==> src/rtl/dmmu_pkg.sv <==
package dmmu_pkg;
   // permission field layout: read at bit 2, write at bit 1, execute at bit 0
   typedef struct packed {
      logic rd;
      logic wr;
      logic ex;
   } perm_t;

   typedef enum logic {
      ACC_LOAD  = 1'b0,
      ACC_STORE = 1'b1
   } acc_t;

   localparam logic [2:0] PERM_ALL = 3'b111;
endpackage

==> src/rtl/dmmu_tlb_store.sv <==
module dmmu_tlb_store #(
   parameter int ENTRIES = 16,
   parameter int VPN_W   = 20,
   parameter int PPN_W   = 20
) (
   input  logic             clk,
   input  logic             rst_n,
   input  logic             wr_en,
   input  logic [VPN_W-1:0] wr_vpn,
   input  logic [PPN_W-1:0] wr_ppn,
   input  logic [2:0]       wr_perm,
   input  logic             flush,
   input  logic [VPN_W-1:0] rd_vpn,
   output logic             rd_match,
   output logic [PPN_W-1:0] rd_ppn,
   output logic [2:0]       rd_perm
);
   localparam int IDX_W = $clog2(ENTRIES);
   localparam int TAG_W = VPN_W - IDX_W;

   logic [ENTRIES-1:0] vld_q;
   logic [TAG_W-1:0]   tag_q  [ENTRIES];
   logic [PPN_W-1:0]   ppn_q  [ENTRIES];
   logic [2:0]         perm_q [ENTRIES];

   logic [IDX_W-1:0] wr_idx;
   logic [IDX_W-1:0] rd_idx;

   assign wr_idx = wr_vpn[IDX_W-1:0];
   assign rd_idx = rd_vpn[IDX_W-1:0];

   for (genvar e = 0; e < ENTRIES; e++) begin : g_entry
      logic sel;
      assign sel = wr_en && (wr_idx == IDX_W'(e));

      always_ff @(posedge clk or negedge rst_n) begin
         if (!rst_n) begin
            vld_q[e]  <= 1'b0;
            tag_q[e]  <= '0;
            ppn_q[e]  <= '0;
            perm_q[e] <= '0;
         end else if (flush) begin
            vld_q[e]  <= 1'b0;
         end else if (sel) begin
            vld_q[e]  <= 1'b1;
            tag_q[e]  <= wr_vpn[VPN_W-1:IDX_W];
            ppn_q[e]  <= wr_ppn;
            perm_q[e] <= wr_perm;
         end
      end
   end

   assign rd_match = vld_q[rd_idx] && (tag_q[rd_idx] == rd_vpn[VPN_W-1:IDX_W]);
   assign rd_ppn   = ppn_q[rd_idx];
   assign rd_perm  = perm_q[rd_idx];
endmodule

==> src/rtl/dmmu_perm_gate.sv <==
module dmmu_perm_gate
   import dmmu_pkg::*;
(
   input  logic       valid,
   input  logic       user,
   input  logic       match,
   input  logic       write,
   input  logic [2:0] perm,
   output logic       miss,
   output logic       fault
);
   perm_t p;
   logic  allowed;

   assign p = perm_t'(perm);

   always_comb begin
      unique case (acc_t'(write))
         ACC_STORE: allowed = p.wr;
         default:   allowed = p.rd;
      endcase
   end

   assign miss  = valid && user && !match;
   assign fault = valid && user && match && !allowed;
endmodule

==> src/rtl/dmmu_way_cmp.sv <==
module dmmu_way_cmp #(
   parameter int WAYS  = 2,
   parameter int TAG_W = 20
) (
   input  logic                  enable,
   input  logic [TAG_W-1:0]      frame,
   input  logic [WAYS*TAG_W-1:0] tags,
   input  logic [WAYS-1:0]       tag_vld,
   output logic [WAYS-1:0]       hit
);
   for (genvar w = 0; w < WAYS; w++) begin : g_way
      assign hit[w] = enable && tag_vld[w] && (tags[w*TAG_W +: TAG_W] == frame);
   end
endmodule

==> src/rtl/dmmu_xlate.sv <==
module dmmu_xlate
   import dmmu_pkg::*;
#(
   parameter int VA_W    = 32,
   parameter int PA_W    = 32,
   parameter int PAGE_W  = 12,
   parameter int ENTRIES = 16,
   parameter int WAYS    = 2
) (
   input  logic                           clk,
   input  logic                           rst_n,
   input  logic                           trap_enter,
   input  logic                           trap_return,
   output logic                           mode_user,
   input  logic                           req_valid,
   input  logic [VA_W-1:0]                req_vaddr,
   input  logic                           req_write,
   input  logic                           upd_en,
   input  logic [VA_W-PAGE_W-1:0]         upd_vpn,
   input  logic [PA_W-PAGE_W-1:0]         upd_ppn,
   input  logic [2:0]                     upd_perm,
   input  logic                           upd_flush,
   input  logic [WAYS*(PA_W-PAGE_W)-1:0]  way_tags,
   input  logic [WAYS-1:0]                way_tag_vld,
   output logic                           rsp_valid,
   output logic                           rsp_miss,
   output logic                           rsp_fault,
   output logic [PA_W-1:0]                rsp_paddr,
   output logic [2:0]                     rsp_perm,
   output logic [WAYS-1:0]                rsp_way_hit
);
   localparam int VPN_W = VA_W - PAGE_W;
   localparam int PPN_W = PA_W - PAGE_W;

   if (VA_W != PA_W) begin : g_chk_width
      $error("dmmu_xlate: kernel bypass needs equal virtual and physical widths");
   end
   if (ENTRIES < 2 || (ENTRIES & (ENTRIES - 1)) != 0) begin : g_chk_entries
      $error("dmmu_xlate: ENTRIES must be a power of two, at least 2");
   end
   if ($clog2(ENTRIES) >= VPN_W) begin : g_chk_index
      $error("dmmu_xlate: index wider than the virtual page number");
   end
   if (WAYS < 1) begin : g_chk_ways
      $error("dmmu_xlate: WAYS must be at least 1");
   end

   // privilege state: kernel out of reset, exception entry dominates
   always_ff @(posedge clk or negedge rst_n) begin
      if (!rst_n)           mode_user <= 1'b0;
      else if (trap_enter)  mode_user <= 1'b0;
      else if (trap_return) mode_user <= 1'b1;
   end

   // stage 0: table lookup alongside the cache tag reads
   logic             tbl_match;
   logic [PPN_W-1:0] tbl_ppn;
   logic [2:0]       tbl_perm;

   dmmu_tlb_store #(
      .ENTRIES (ENTRIES),
      .VPN_W   (VPN_W),
      .PPN_W   (PPN_W)
   ) u_store (
      .clk      (clk),
      .rst_n    (rst_n),
      .wr_en    (upd_en),
      .wr_vpn   (upd_vpn),
      .wr_ppn   (upd_ppn),
      .wr_perm  (upd_perm),
      .flush    (upd_flush),
      .rd_vpn   (req_vaddr[VA_W-1:PAGE_W]),
      .rd_match (tbl_match),
      .rd_ppn   (tbl_ppn),
      .rd_perm  (tbl_perm)
   );

   logic             s0_match;
   logic [PPN_W-1:0] s0_ppn;
   logic [2:0]       s0_perm;

   always_comb begin
      if (mode_user) begin
         s0_match = tbl_match;
         s0_ppn   = tbl_ppn;
         s0_perm  = tbl_perm;
      end else begin
         s0_match = 1'b1;
         s0_ppn   = PPN_W'(req_vaddr[VA_W-1:PAGE_W]);
         s0_perm  = PERM_ALL;
      end
   end

   // stage 1 registers
   logic              s1_valid;
   logic              s1_user;
   logic              s1_write;
   logic              s1_match;
   logic [PPN_W-1:0]  s1_ppn;
   logic [2:0]        s1_perm;
   logic [PAGE_W-1:0] s1_off;

   always_ff @(posedge clk or negedge rst_n) begin
      if (!rst_n) begin
         s1_valid <= 1'b0;
         s1_user  <= 1'b0;
         s1_write <= 1'b0;
         s1_match <= 1'b0;
         s1_ppn   <= '0;
         s1_perm  <= '0;
         s1_off   <= '0;
      end else begin
         s1_valid <= req_valid;
         if (req_valid) begin
            s1_user  <= mode_user;
            s1_write <= req_write;
            s1_match <= s0_match;
            s1_ppn   <= s0_ppn;
            s1_perm  <= s0_perm;
            s1_off   <= req_vaddr[PAGE_W-1:0];
         end
      end
   end

   // stage 1: permission gate and physical tag compare
   logic hit_ok;

   dmmu_perm_gate u_gate (
      .valid (s1_valid),
      .user  (s1_user),
      .match (s1_match),
      .write (s1_write),
      .perm  (s1_perm),
      .miss  (rsp_miss),
      .fault (rsp_fault)
   );

   assign hit_ok = s1_valid && !rsp_miss && !rsp_fault;

   dmmu_way_cmp #(
      .WAYS  (WAYS),
      .TAG_W (PPN_W)
   ) u_cmp (
      .enable  (hit_ok),
      .frame   (s1_ppn),
      .tags    (way_tags),
      .tag_vld (way_tag_vld),
      .hit     (rsp_way_hit)
   );

   assign rsp_valid = s1_valid;
   assign rsp_paddr = {s1_ppn, s1_off};
   assign rsp_perm  = s1_perm;
endmodule

==> config.mk <==
export PLATFORM = sky130hd
export DESIGN_NAME = dmmu_xlate
export DESIGN_NICKNAME = d
export VERILOG_FILES = /design/src/rtl/dmmu_pkg.sv /design/src/rtl/dmmu_tlb_store.sv /design/src/rtl/dmmu_perm_gate.sv /design/src/rtl/dmmu_way_cmp.sv /design/src/rtl/dmmu_xlate.sv
export SDC_FILE = /design/constraint.sdc
export NUM_CORES = 1
export LEC_CHECK = 0
export CAP_MARGIN = 10
export CORE_MARGIN = 4
export CORE_UTILIZATION = 50
export CTS_CLUSTER_DIAMETER = 120
export DETAILED_ROUTE_END_ITERATION = 6
export PLACE_DENSITY = 0.68
export SLEW_MARGIN = 30
export SYNTH_ARGS = -nofsm -noshare
export SYNTH_HDL_FRONTEND = slang
export SYNTH_HIERARCHICAL = 1
export SYNTH_SLANG_ARGS = --single-unit
==> constraint.sdc <==
create_clock -name clk -period 5.12 [get_ports clk]
set_input_delay 0.512 -clock clk [delete_from_list [all_inputs] [get_ports clk]]
set_output_delay 0.512 -clock clk [all_outputs]
set_load 0.05 [all_outputs]
# Word-level counts from Yosys, hierarchy flattened
# Cells that the tools add are included.
op_classes:
  reduce_logical: 65
  magnitude_cmp: 2
  n_div: 0
  n_shift: 0
  multipliers: 0
  n_bitwise: 2
  n_mux: 49
  eq_ne: 18
  addsub: 0
ops:
  columns: ["cell", "count"]
  rows:
  - ["$bmux 20 s4", 1]
  - ["$bmux 16 s4", 1]
  - ["$mux 20", 3]
  - ["$eq 20x20->1", 2]
  - ["$mux 1", 37]
  - ["$reduce_bool 2->1", 17]
  - ["$eq 4x4->1 const B", 8]
  - ["$mux 16", 2]
  - ["$reduce_and 2->1", 16]
  - ["$logic_and 1x1->1", 27]
  - ["$eq 16x16->1", 1]
  - ["$eq 4x3->1 const B", 4]
  - ["$bmux 3 s4", 1]
  - ["$mux 3", 3]
  - ["$eq 4x2->1 const B", 2]
  - ["$ge 5x5->1 const B", 1]
  - ["$lt 4x5->1 const B", 1]
  - ["$not 4->5", 1]
  - ["$bmux 1 s4", 1]
  - ["$eq 4x1->1 const B", 1]
  - ["$logic_not 1->1", 4]
  - ["$logic_not 4->1", 1]
  - ["$not 1->1", 1]
word_totals:
  output_inout_bits: 41
  mem_bits_rw: 0
  mem_bits_ro: 0
  wordCells: 208
  latch_bits: 0
  input_bits: 125
  register_bits: 680
  n_memories: 0

# Depth between registers and ports, before layout
# Gate-level depths: netlist of the first run.
logic_depth:
  word_depth: 7
  depth_mapped: 12
  ltp_nobuf: 8

# By module
# The synthesis of the first run kept the hierarchy.
by_module_without_submodules:
  columns: ["module", "cells_each", "area_per_inst_um2", "instances", "seq_area_each_um2"]
  rows:
  - ["dmmu_tlb_store", 1764, 29047.9, 1, 16015.4]
  - ["dmmu_xlate", 139, 1707.9, 1, 1001.0]
  - ["dmmu_way_cmp", 54, 444.2, 1, 0.0]
  - ["dmmu_perm_gate", 4, 35.0, 1, 0.0]

# Worst setup path before layout of the first run
# OpenSTA, ideal clock, no wires.
synth_path:
  path_type: "reg2out"
  startpoint: "reg s1_valid (netlist: rsp_valid)"
  endpoint: "out rsp_way_hit[0]"
  path_stages_with_launch: 6
  t_required_ns: 4.608
  path_slack_ns: 1.687
  n_path_buf: 0
  t_arrival_ns: 2.921
  cell_sequence: "dfrtp_1 nand2_1 nor2_1 nor3b_1 nand4_1 nor4_1"
synth_between:
  elab_chain_len: 7
  word_cells_on_any_way: 10
  classes_between: "reduce/logical: 10"
synth_rtl:
  columns: ["item", "line_no", "rtl"]
  rows:
  - ["start: declaration", "dmmu_xlate.sv:95", "logic s1_valid;"]
  - ["start signal: assignment", "dmmu_xlate.sv:113", "s1_valid <= req_valid;"]
  - ["$logic_and 1x1->1 (2 in a row)", "dmmu_perm_gate.sv:24", "assign miss = valid && user && !match;"]
  - ["named net rsp_miss", "dmmu_xlate.sv:26", "output logic rsp_miss,"]
  - ["$logic_not 1->1", "dmmu_xlate.sv:138", "assign hit_ok = s1_valid && !rsp_miss && !rsp_fault;"]
  - ["$logic_and 1x1->1 (2 in a row)", "dmmu_xlate.sv:138", null]
  - ["named net hit_ok", "dmmu_xlate.sv:126", "logic hit_ok;"]
  - ["$logic_and 1x1->1 (2 in a row)", "dmmu_way_cmp.sv:12", "assign hit[w] = enable && tag_vld[w] && (tags[w*TAG_W +: TAG_W] == frame);"]
  - ["end: declaration", "dmmu_xlate.sv:30", "output logic [WAYS-1:0] rsp_way_hit"]
# The timed path passes the listed nets, and every way through them passes these cells.

# Worst setup path after layout of the first run
layout_path:
  startpoint: "reg s1_match"
  endpoint: "out rsp_way_hit[0]"
layout_between:
  elab_chain_len: 7
  word_cells_on_any_way: 10
  classes_between: "reduce/logical: 10"
layout_rtl:
  columns: ["item", "line_no", "rtl"]
  rows:
  - ["start: declaration", "dmmu_xlate.sv:98", "logic s1_match;"]
  - ["start signal: assignment", "dmmu_xlate.sv:117", "s1_match <= s0_match;"]
  - ["$logic_not 1->1", "dmmu_perm_gate.sv:24", null]
  - ["$logic_and 1x1->1", "dmmu_perm_gate.sv:24", null]
  - ["$logic_not 1->1", "dmmu_xlate.sv:138", null]
  - ["$logic_and 1x1->1", "dmmu_xlate.sv:138", null]
  - ["$logic_and 1x1->1 (*)", "dmmu_xlate.sv:138", null]
  - ["named net hit_ok", "dmmu_xlate.sv:126", null]
  - ["$logic_and 1x1->1 (*) (2 in a row)", "dmmu_way_cmp.sv:12", null]
# The timed path passes the listed nets; every way through them passes the cells marked *.

==> run_results.csv, run 1 <==
group,metric,value,unit
status,outcome,"complete, no violations",
clocking,insertion_delay,0.62,ns
synthesis,post_synth.cell_area_avg,15.9,um2
setup_path,regToRegStartpoint,"u_store/tag_q[8]$_DFFE_PN0P_",
synthesis,ys_seq_elements,680,
timing,setup_viol,0,
floorplanning,io_pins,166,
drt,drt-initial-drc-count,1385,
setup_path,cp_top_family,"buffers and inverters",
floorplanning,die_w,258,um
floorplanning,initial_utilization,0.505,
cells_and_area,final_cell_area,0.0359,mm2
drt,drtPass1Iterations,4,
setup_path,critical_path.startpoint_type,"flip-flop",
timing,min_period,3.82,ns
drt,wl_per_cell,27.4,um
placed_design,placed_area,0.0336,mm2
placed_design,hpwl,51000,um
synthesis,async_reset_ff_frac,1.00,
drt,dr_total_vias,18000,
synthesis,ys_top_cells_by_count,"680 x dfrtp_1, 637 x mux2_2, 176 x mux4_2",
setup_path,reg2reg_to,"s1_match$_DFFE_PN0P_",
setup_path,critical_path_buf_inv_count,2,
synthesis,synth_top_area_share,0.545,
setup_path,cp_max_fo,3,
cells_and_area,drive_gt1_frac,0.470,
setup_path,r2r_slack,2.68,ns
clocking,cts_hold_buf,0,
run,drv_cap,0,
synthesis,netlist_top_cells_area,"dfrtp_1 54%, mux2_2 23%, mux4_2 13%",
setup_path,startpoint,"s1_match$_DFFE_PN0P_",
synthesis,yosysSeqAreaShare,0.545,
global_routing,grt-busiest-layer,"met2",
clocking,clockBufferDepth,3,
timing,rsz0062_at_grt,"false",
power_and_ir_drop,leakage,15.9,nW
global_routing,antenna_found_initial,4,
synthesis,synth_edf_count,0,
clocking,cts-root-buf,"clkbuf_16",
placed_design,numPortBuffers,165,
global_routing,use_met1,0.361,
timing,fin_skew,0.0239,ns
timing,whs,0.420,ns
setup_path,cp_data_arrival_time,3.31,ns
timing,tns,0,ns
clocking,cts_sinks,680,
power_and_ir_drop,p_per_area,406,mW/mm2
floorplanning,fp.dieArea,0.0665,mm2
cells_and_area,finalNetCount,2208,
timing,max_freq,0.262,GHz
synthesis,yosysTopAreaCell,"dfrtp_1",
setup_path,critPathRequiredTime,4.61,ns
drt,drc,0,
setup_path,crit_cells,6,
floorplanning,core_area,0.0618,mm2
floorplanning,die_h,258,um
timing,tightest_slew,1.01,ns
timing,relSlewSlack,0.323,
clocking,cts_tree,"built",
drt,post_drt_via_cell_ratio,6.03,
global_routing,grt_util_all_layers,0.248,
min_path,hp-class,"input pin to asynchronous set/reset pin",
setup_path,slowest_stage,"clkdlybuf4s50_1",
clocking,cts_resized,0,
setup_path,crit_type,"flip-flop to output pin",
timing,finalCritPeriodShare,0.746,
synthesis,mappedNetlistArea,0.0312,mm2
global_routing,grt_max_degree,154,
power_and_ir_drop,worst_ir_drop_vdd,0.000271,V
global_routing,grt_first_pass_wirelength,124000,um
synthesis,synth_cells,1961,
global_routing,first_global_vias,19300,
clocking,h-tree-depth,3,
synthesis,synth_top_flop_cell,"dfrtp_1",
synthesis,synthDistinctLibCells,51,
cells_and_area,fillers,4754,
placed_design,gp_congestion,0.842,
drt,antenna_left,0,
clocking,cts_inserted_buffers,73,
timing,hold_violations,0,
setup_path,max_stage_delay,0.86,ns
global_routing,grt_overflow,0,
timing,slew_violations,0,
cells_and_area,syn2layout_area_growth,15.1,%
setup_path,crit_chain,"nor3b_2 -> nor3b_1 -> buf_4 -> nand4_1 -> nor4_1 -> clkdlybuf4s50_1",
synthesis,synth_warnings,6,
synthesis,yosysMostFrequentCell,"dfrtp_1",
setup_path,ff2ff_path_depth,8,
setup_path,crit_end,"rsp_way_hit[0]",
global_routing,use_met2,0.385,
clocking,post_cts_buffers,0,
floorplanning,rows,91,
drt,wirelength,81700,um
global_routing,grt_util_met3,0.0495,
synthesis,synth_nets,2086,
clocking,clk_pin_slew,0.06,ns
setup_path,end_kind,"output pin",
==> where the power goes <==
part,internal (mW),switching [mW],total (mW)
Clock,2.97,2.17,5.14
Combinational,1.50,1.05,2.56
Sequential,6.37,0.532,6.90
==> placed cells by master (no fill, tap or decap), types with 6 or more instances in the layout <==
| cell | count |
|---|---|
| clkdlybuf4s50_1 | 159 |
| nor2b_1 | 6 |
| mux2_2 | 637 |
| mux2i_1 | 43 |
| clkbuf_16 | 73 |
| clkbuf_1 | 24 |
| a21oi_1 | 22 |
| nor2_1 | 32 |
| nand2_1 | 9 |
| clkinv_2 | 13 |
| xnor2_1 | 42 |
| nand4_1 | 9 |
| mux4_2 | 176 |
| nand2_2 | 10 |
| mux4_1 | 8 |
| a21o_1 | 6 |
| xor2_1 | 19 |
| inv_1 | 22 |
| clkbuf_8 | 18 |
| dfrtp_1 | 679 |
| buf_4 | 43 |
| o21ai_0 | 13 |
==> sequential cells by signal (all words and copies together) (netlist names), 3 cells and up <==
| name | count |
|---|---|
| rsp_perm | 3 |
| u_store/vld_q | 16 |
| u_store/ppn_q | 320 |
| s1_off | 12 |
| u_store/tag_q | 256 |
| s1_ppn | 20 |
| u_store/perm_q | 48 |
==> worst reg2reg max path: stages, from the launching register on <==
cell and delay [ns]:
dfrtp_1 0.37, mux4_2 0.46, mux2i_1 0.34, xnor2_1 0.21
nor4_2 0.33, o2111ai_1 0.15, nor4_2 0.30, inv_1 0.08
a31oi_1 0.15
==> per-layer routing <==
metal	part of all wire	up-vias
met5	0.00016	-
met4	0.022	2
li1	-	7539
met2	0.46	521
met3	0.061	112
met1	0.45	9806
==> per-stage QoR <==
| step | worst slack [ns] | total power, mW | instances | util |
|---|---|---|---|---|
| finish | 1.30 | 14.6 | 2983 | 0.581 |
| global route | 1.17 | 15.2 | 2981 | 0.581 |
| CTS | 1.25 | 14.7 | 2979 | 0.581 |
| detailed placement | 1.47 | 9.54 | 2843 | 0.543 |
| global placement | 1.53 | 9.40 | 2843 | 0.543 |
| floorplan | 1.69 | 8.66 | 1961 | - |
==> logic make-up after synthesis <==
logic type                count (synthesis)  synth area share
AOI/OAI and AO/OA                        72            0.0153
xor gates and xnor gates                 61            0.0171
buffers and inverters                   189            0.0288
DFF                                     680             0.545
muxes                                   867             0.379
and+or+nand+nor                          92            0.0154
==> how the worst min path moves through the flow <==
stage	from	endpoint	slack, ns	cells past startpoint
after CTS	rst_n	u_store/tag_q[120]$_DFFE_PN0P_	0.007	1
final	rst_n	u_store/tag_q[120]$_DFFE_PN0P_	0.42	2
after detailed placement	u_store/vld_q[11]$_DFFE_PN0P_	u_store/vld_q[11]$_DFFE_PN0P_	0.46	1
after global placement	u_store/vld_q[3]$_DFFE_PN0P_	u_store/vld_q[3]$_DFFE_PN0P_	0.46	1
after floorplan	rst_n	mode_user$_DFFE_PN0P_	0.22	0
after global routing	trap_enter	mode_user$_DFFE_PN0P_	0.44	2
==> final cells by class <==
cell class                      instances  area, um2  area share
Clock inverter                         21        171     0.00477
Inverter                               22       82.6     0.00230
Timing Repair Buffer                  214       2100      0.0585
Multi-Input combinational cell       1092      13400       0.372
Sequential cell                       680      17000       0.473
Clock buffer                          115       2160      0.0602
Tap cell                              837       1050      0.0291
Antenna cell                            2       5.00    0.000139
No activity file was read; power rests on OpenSTA's default activity.
==> inputs of run 2 (changes only) <==
--- a/config.mk
+++ b/config.mk
@@ -10,7 +10,7 @@
 export CORE_UTILIZATION = 50
 export CTS_CLUSTER_DIAMETER = 120
 export DETAILED_ROUTE_END_ITERATION = 6
-export PLACE_DENSITY = 0.68
+export PLACE_DENSITY = 0.71
 export SLEW_MARGIN = 30
 export SYNTH_ARGS = -nofsm -noshare
 export SYNTH_HDL_FRONTEND = slang
==> constraint.sdc (replaced) <==
create_clock -name clk -period 3.4 [get_ports clk]
set_input_delay 0.34 -clock clk [delete_from_list [all_inputs] [get_ports clk]]
set_output_delay 0.34 -clock clk [all_outputs]
set_load 0.05 [all_outputs]
==> run 2 against run 1 <==
Via count up 0.93%; sequential cell count unchanged; die area unchanged; largest power group unchanged.
==> run_results.csv, run 2 (synthesis gave the netlist of run 1 again) <==
group,metric,value,unit
clocking,cts_inserted_buffers,72,
setup_path,r2r_slack,0.90,ns
cells_and_area,largest_reg_flops,320,
floorplanning,die_w,258,um
drt,drt-initial-drc-count,1145,
drt,antenna_left,0,
run,drv_cap,0,
drt,drtPass1Iterations,5,
clocking,h-tree-depth,3,
floorplanning,die_h,258,um
cells_and_area,largest_registers,"u_store/ppn_q: 320 flops, u_store/tag_q: 256 flops, u_store/perm_q: 48 flops",
cells_and_area,drive_gt1_frac,0.478,
setup_path,regToRegStartpoint,"u_store/tag_q[166]$_DFFE_PN0P_",
setup_path,cp_max_fo,3,
floorplanning,initial_utilization,0.505,
placed_design,dp_slack,0.395,ns
clocking,clockBufferDepth,3,
global_routing,antenna_found_initial,4,
clocking,clk_pin_slew,0.06,ns
timing,tightest_slew,0.900,ns
setup_path,end_kind,"output pin",
global_routing,grt_max_degree,111,
drt,drc,0,
cells_and_area,final_cell_mix,"679 x dfrtp_1, 637 x mux2_2, 176 x mux4_2, 157 x clkdlybuf4s50_1, 77 x clkbuf_16",
setup_path,reg2reg_to,"s1_match$_DFFE_PN0P_",
floorplanning,core_area,0.0618,mm2
setup_path,crit_type,"flip-flop to output pin",
power_and_ir_drop,finalPower,22.1,mW
min_path,hp-class,"input pin to flip-flop",
min_path,worstHoldPathCells,1,
min_path,min_from,"req_valid",
timing,setup_ws,0.467,ns
cells_and_area,syn2layout_area_growth,16.6,%
drt,post_drt_via_cell_ratio,6.05,
drt,dr_total_vias,18100,
placed_design,placed_area,0.0340,mm2
timing,tns,0,ns
setup_path,critical_path.startpoint_type,"flip-flop",
clocking,cts_sinks,680,
timing,max_freq,0.341,GHz
cells_and_area,finalNetCount,2234,
cells_and_area,layout.cells.most_common,"dfrtp_1",
floorplanning,fp.dieArea,0.0665,mm2
timing,relSlewSlack,0.400,
placed_design,numPortBuffers,165,
cells_and_area,final_cell_area,0.0364,mm2
setup_path,cp_data_arrival_time,2.59,ns
timing,fin_skew,0.0181,ns
global_routing,grt_overflow,0,
placed_design,gp_congestion,0.850,
power_and_ir_drop,leakage,16.1,nW
floorplanning,rows,91,
drt,wl_per_cell,27.1,um
setup_path,critPathRequiredTime,3.06,ns
placed_design,hpwl,49900,um
placed_design,dp_cells,2870,
setup_path,ff2ff_path_depth,8,
global_routing,grt_util_all_layers,0.247,
cells_and_area,top_register,"u_store/ppn_q",
clocking,insertion_delay,0.60,ns
timing,hold_violations,0,
timing,setup_viol,0,
power_and_ir_drop,p_per_area,606,mW/mm2
timing,slew_violations,0,
clocking,cts_tree,"built",
min_path,worstHoldEndpoint,"rsp_valid$_DFF_PN0_",
timing,min_period,2.93,ns
global_routing,first_global_vias,19700,
floorplanning,io_pins,166,
cells_and_area,post-route-util,0.589,
drt,wirelength,81400,um
clocking,cts_resized,0,
global_routing,grt_first_pass_wirelength,124000,um
status,outcome,"complete, no violations",
timing,finalCritPeriodShare,0.863,
cells_and_area,instances_no_fill,3000,
timing,rsz0062_at_grt,"false",
power_and_ir_drop,worst_ir_drop_vdd,0.000343,V
timing,whs,0.192,ns
clocking,cts-root-buf,"clkbuf_16",
## run 2: changes by cell type in the layout (fill, tap and decap cells not counted), sizes merged
cell and delta:
inv -3, clkbuf -1, clkdlybuf4s50 -2, bufinv +1, buf +29, diode -1, clkinvlp +1, clkinv -7
## run 2: per-layer routing
| metal | share of wire | GRT usage | vias up |
|---|---|---|---|
| li1 | - | - | 7606 |
| met1 | 0.43 | 0.340 | 9832 |
| met2 | 0.46 | 0.386 | 574 |
| met3 | 0.077 | 0.0708 | 126 |
| met4 | 0.024 | 0.0717 | 10 |
| met5 | 0.0032 | 0.0227 | - |
## run 2: worst max-delay path by stage
stage / startpoint / end / depth (start not counted)
after floorplan: rsp_valid$_DFF_PN0_ / rsp_way_hit[0] / 5
after CTS: s1_ppn[14]$_DFFE_PN0P_ / rsp_way_hit[1] / 5
final: s1_ppn[14]$_DFFE_PN0P_ / rsp_way_hit[1] / 5
after global routing: s1_ppn[14]$_DFFE_PN0P_ / rsp_way_hit[1] / 5
after detailed placement: req_vaddr[12] / s1_match$_DFFE_PN0P_ / 10
after global placement: req_vaddr[12] / s1_match$_DFFE_PN0P_ / 10
## run 2: critical path, stage by stage (launching register included)
cell     delay [ns]
dfrtp_1        0.48
buf_4          0.23
xnor2_2        0.58
nand4_1        0.21
nor4_2         0.26
buf_4          0.24
## run 2: area by class of cell
class | instances | area, um2
Multi-Input combinational cell | 1092 | 13400
Clock buffer | 114 | 2250
Sequential cell | 680 | 17000
Clock inverter | 13 | 125
Tap cell | 837 | 1050
Timing Repair Buffer | 241 | 2550
Fill cell | 4653 | 25400
Antenna cell | 1 | 2.50
Inverter | 22 | 82.6
## run 2: what timing repair did
action	in CTS	in global routing
hold endpoints to repair	88	0
hold buffers	1	0
setup buffers	0	0
## run 2: where the power goes
part,internal [mW],switching (mW),leakage [nW]
sequential,9.60,0.800,8.66
combinational,2.30,1.59,6.30
clock,4.67,3.12,1.17
